--- config.mk ---
export PLATFORM = sky130hd
export DESIGN_NAME = cmos_regport
export DESIGN_NICKNAME = d
export VERILOG_FILES = /design/src/rtl/cmos_regport.sv
export SDC_FILE = /design/constraint.sdc
export NUM_CORES = 2
export LEC_CHECK = 0
export CORE_MARGIN = 1
export CORE_UTILIZATION = 35
export DETAILED_ROUTE_END_ITERATION = 8
export PLACE_DENSITY = 0.53
export SLEW_MARGIN = 20
export SYNTH_ARGS = -nofsm -noshare
export SYNTH_HDL_FRONTEND = slang
export SYNTH_SLANG_ARGS = --single-unit
--- constraint.sdc ---
create_clock -name clk -period 8.7 [get_ports clk]
set_input_delay 1.74 -clock clk [delete_from_list [all_inputs] [get_ports clk]]
set_output_delay 1.74 -clock clk [all_outputs]
set_load 0.05 [all_outputs]
--- src/rtl/cmos_regport.sv ---
module cmos_regport #(
  parameter int unsigned BUS_AW         = 2,
  parameter int unsigned DEPTH          = 128,
  parameter logic [63:0] LOW_MEM_BYTES  = 64'h0000_0000_2000_0000,
  parameter logic [63:0] HIGH_MEM_BYTES = 64'h0000_0000_8000_0000
) (
  input  logic              clk,
  input  logic              rst_n,
  input  logic              wr_en,
  input  logic              rd_en,
  input  logic [BUS_AW-1:0] addr,
  input  logic [7:0]        wdata,
  output logic [7:0]        rdata,
  input  logic [7:0]        cal_sec,
  input  logic [7:0]        cal_min,
  input  logic [7:0]        cal_hour,
  input  logic [7:0]        cal_wday,
  input  logic [7:0]        cal_mday,
  input  logic [7:0]        cal_mon,
  input  logic [7:0]        cal_year,
  input  logic [7:0]        cal_century,
  input  logic              cal_uip,
  output logic              sys_rst_pulse
);

  localparam int unsigned SLOT_W = $clog2(DEPTH);
  localparam logic [63:0] LOW_BASE = 64'h0000_0000_0100_0000;
  localparam logic [63:0] EXT_RAW  = (LOW_MEM_BYTES > LOW_BASE) ? ((LOW_MEM_BYTES - LOW_BASE) >> 16) : 64'd0;
  localparam logic [63:0] HIGH_RAW = HIGH_MEM_BYTES >> 16;
  localparam logic [15:0] EXT_UNITS  = (EXT_RAW > 64'hFFFF) ? 16'hFFFF : EXT_RAW[15:0];
  localparam logic [23:0] HIGH_UNITS = (HIGH_RAW > 64'hFF_FFFF) ? 24'hFF_FFFF : HIGH_RAW[23:0];

  function automatic logic [7:0] preload(int unsigned loc);
    case (loc)
      32'h34:  return EXT_UNITS[7:0];
      32'h35:  return EXT_UNITS[15:8];
      32'h5B:  return HIGH_UNITS[7:0];
      32'h5C:  return HIGH_UNITS[15:8];
      32'h5D:  return HIGH_UNITS[23:16];
      default: return 8'h00;
    endcase
  endfunction

  logic [7:0] index_q;
  logic [7:0] store [DEPTH];
  logic [7:0] data_view;
  logic [7:0] rd_next;

  wire              sel_idx   = (addr == BUS_AW'(0));
  wire              sel_dat   = (addr == BUS_AW'(1));
  wire [SLOT_W-1:0] slot      = index_q[SLOT_W-1:0];
  wire              reset_hit = wr_en && sel_dat && (index_q == 8'h8F) && (wdata == 8'h00);

  always_comb begin
    data_view = store[slot];
    case (index_q)
      8'h00:   data_view = cal_sec;
      8'h02:   data_view = cal_min;
      8'h04:   data_view = cal_hour;
      8'h06:   data_view = cal_wday;
      8'h07:   data_view = cal_mday;
      8'h08:   data_view = cal_mon;
      8'h09:   data_view = cal_year;
      8'h0A:   data_view = {cal_uip, 7'h20};
      8'h0D:   data_view = 8'h80;
      8'h32:   data_view = cal_century;
      default: ;
    endcase
    rd_next = sel_idx ? index_q : (sel_dat ? data_view : 8'h00);
  end

  always_ff @(posedge clk) begin
    if (!rst_n) begin
      index_q       <= 8'h00;
      rdata         <= 8'h00;
      sys_rst_pulse <= 1'b0;
      for (int i = 0; i < DEPTH; i++) store[i] <= preload(i);
    end else begin
      sys_rst_pulse <= reset_hit;
      if (wr_en && sel_idx) index_q <= wdata;
      if (wr_en && sel_dat && !reset_hit) store[slot] <= wdata;
      if (rd_en) rdata <= rd_next;
    end
  end


  idx_readback_chk: assert property (@(posedge clk) disable iff (!rst_n)
    (rd_en && sel_idx) |=> rdata == $past(index_q));

  bad_offset_zero_chk: assert property (@(posedge clk) disable iff (!rst_n)
    (rd_en && !sel_idx && !sel_dat) |=> rdata == 8'h00);

  pulse_keeps_store_chk: assert property (@(posedge clk) disable iff (!rst_n)
    sys_rst_pulse |-> $stable(store[15]));

  status_a_chk: assert property (@(posedge clk) disable iff (!rst_n)
    (rd_en && sel_dat && index_q == 8'h0A) |=> (rdata[6:0] == 7'h20) && (rdata[7] == $past(cal_uip)));

  status_d_chk: assert property (@(posedge clk) disable iff (!rst_n)
    (rd_en && sel_dat && index_q == 8'h0D) |=> rdata == 8'h80);

  rdata_hold_chk: assert property (@(posedge clk) disable iff (!rst_n)
    !rd_en |=> $stable(rdata));

endmodule

==> impl_metrics.yaml <==
timing:
  rsz0062_at_grt: "false"
  hold_viol: 0
  finalMaxSlewViolations: 0
  setup_viol: 0
  max-slew-margin-rel_pct: 23.7
  whs_ns: 0.610
  finalCritPeriodShare_pct: 57.7
  fin_crit_ns: 5.02
  fin_setup_tns_ns: 0
  fmax_ghz: 0.199
  tightestPinTransition_ns: 1.13
  fin_skew_ns: 0.0397
route:
  avgRoutedWirePerCell_um: 27.2
  num_vias: 28800
  drt_iter0_markers: 3063
  drc: 0
  ant_nets: 0
  wirelength_mm: 145
  firstDrtPassIters: 5
  via_per_inst: 5.40
global_routing:
  gr-total-overflow: 0
  grtUsageTotal_pct: 20.4
  grt_max_degree: 86
  grt_pass1_vias: 28200
  grt_pass1_wl_mm: 210
  antenna_found_initial: 4
synth:
  synth_area_leaders: "edfxtp_1 63%, mux4_2 12%, and2_1 11%, mux2i_1 1.8%, clkbuf_1 1.6%"
  ys_types: 68
  synth_edf_count: 1024
  ys.flop_type: "edfxtp_1"
  syn_inst: 3393
  synth_area_um2: 49200
  syn-num-nets: 3472
  synth.most_common_cell: "edfxtp_1"
  syn_avg_cell_area_um2: 14.5
  synth_seq_cells: 1048
  synthTopCellsByCount: "1,024 x edfxtp_1, 895 x and2_1, 261 x mux4_2, 216 x clkbuf_1, 170 x nor2_1"
  synth_top_cell_by_area: "edfxtp_1"
  ys_seq_area_share_pct: 63.5
  synthArstFlopShare_pct: 0
  synth_top_area_share_pct: 62.5
  ys_warn_count: 0
clock_network:
  cts_setup_buffers: 0
  numCtsBuffers: 106
  cts_root_buf: "clkbuf_16"
  clk_pin_slew_worst_paths_ns: 0.06
  hold_buffers: 0
  clock-sinks: 1048
  htree_levels: 3
  clk-insertion-delay-late_ns: 0.72
  clk_path_buf_depth: 3
  cts_tree: "yes"
  ctsResizeCount: 0
place:
  dp_hpwl_mm: 92.7
  portBuffers: 87
  postPlaceCellArea_um2: 51800
  gp_congestion: 0.884
cells_and_area:
  final_area_um2: 55200
  antenna_cells: 0
  drive_above_1_share_pct: 15.5
  nets: 3450
  area_growth_pct: 12.3
critical_path:
  arrival_ns: 5.33
  worstPathMaxFanout: 42
  worst_ep_required_time_ns: 9.01
  criticalPathCategory: "input port to flop"
  cp-start-kind: "input port"
  end_kind: "flop"
  worst-r2r-cell-count: 8
floorplan:
  core_area_um2: 140000
  die_y_um: 377
  io_pins: 88
  die_w_um: 377
  rows: 137
  initial_core_util_pct: 35.2
  die_area_um2: 142000
run:
  drv_cap: 0
worst_hold_path:
  hp-class: "flop to flop"
  hold-path-cell-count: 3
power_and_ir_drop:
  total_power_mw: 11.0
  power_density_nw_per_um2: 200
  p_leak_nw: 19.1
  vdd_ir_drop_max_mv: 0.142
outcome:
  outcome: "finished clean"
## cells by family (layout without fill, tap and decap cells)
kind of cell           Yosys count  in the layout  synth area share [%]
multiplexers                   348            348                  13.7
flip-flops                    1048           1048                  63.5
AO/OA/AOI/OAI                  273            273                  3.52
AND/OR/NAND/NOR               1423           1423                  16.7
buffers and inverters          301            368                  2.56
## placed cells by master, fill, tap and decap left out, types with 78 or more instances in the layout
cell type,count
clkdlybuf4s50_1,78
and3_1,129
nor2_1,169
mux4_2,261
and2_1,894
mux2i_1,86
edfxtp_1,1024
buf_4,80
nand2_1,108
clkbuf_16,107
## worst paths after layout
check | endpoint | from | slack (ns)
hold reg to reg | rdata[5] | rdata[5] | 0.61
setup reg to reg | store[84][4] | index_q[5] | 4.35
hold / removal | rdata[5] | rdata[5] | 0.61
setup / recovery | store[102][5] | rst_n | 3.68
## report_power, final
| part | leakage, nW | total, mW | internal [mW] | switching (mW) |
|---|---|---|---|---|
| combinational | 6.68 | 0.707 | 0.234 | 0.474 |
| sequential | 10.7 | 5.77 | 5.69 | 0.0744 |
| clock | 1.67 | 4.57 | 2.57 | 2.00 |
| total | 19.1 | 11.0 | 8.50 | 2.55 |
## stage by stage
stage | std cells | setup WS (ns) | utilization [%]
after floorplan | 3393 | 4.66 | -
after global placement | 5139 | 3.13 | 37.1
after detailed placement | 5139 | 3.09 | 37.1
after CTS | 5336 | 3.82 | 39.6
after global routing | 5336 | 3.62 | 39.6
final | 5336 | 3.68 | 39.6
## critical path, stage by stage
cell and delay (ns):
buf_4 0.42, and3b_1 0.43, nand2_1 0.15, a31oi_1 0.23
and2_1 0.30, nand3_2 0.51, buf_4 0.51, o21ai_0 0.89
## sequential cells by signal (all words and copies together) (netlist names), named ones only
name	flops
index_q	8
rdata	8
store	1024
sys_rst_pulse	1
## final cells by class
| cell class | instances | area (µm²) |
|---|---|---|
| Tap cell | 1876 | 2350 |
| Timing Repair Buffer | 161 | 1440 |
| Clock inverter | 68 | 653 |
| Multi-Input combinational cell | 2044 | 16700 |
| Sequential cell | 1048 | 31200 |
| Inverter | 10 | 37.5 |
| Clock buffer | 129 | 2770 |
| Fill cell | 12900 | 84300 |
## metal layers
layer	track usage (%)	vias to the layer above	share of wire [%]
met3	3.51	190	7.0
met2	30.8	1074	45
li1	-	12600	-
met4	5.59	0	2.4
met1	30.3	14900	46
met5	0	-	0
Power figures use the tool's default switching activity.
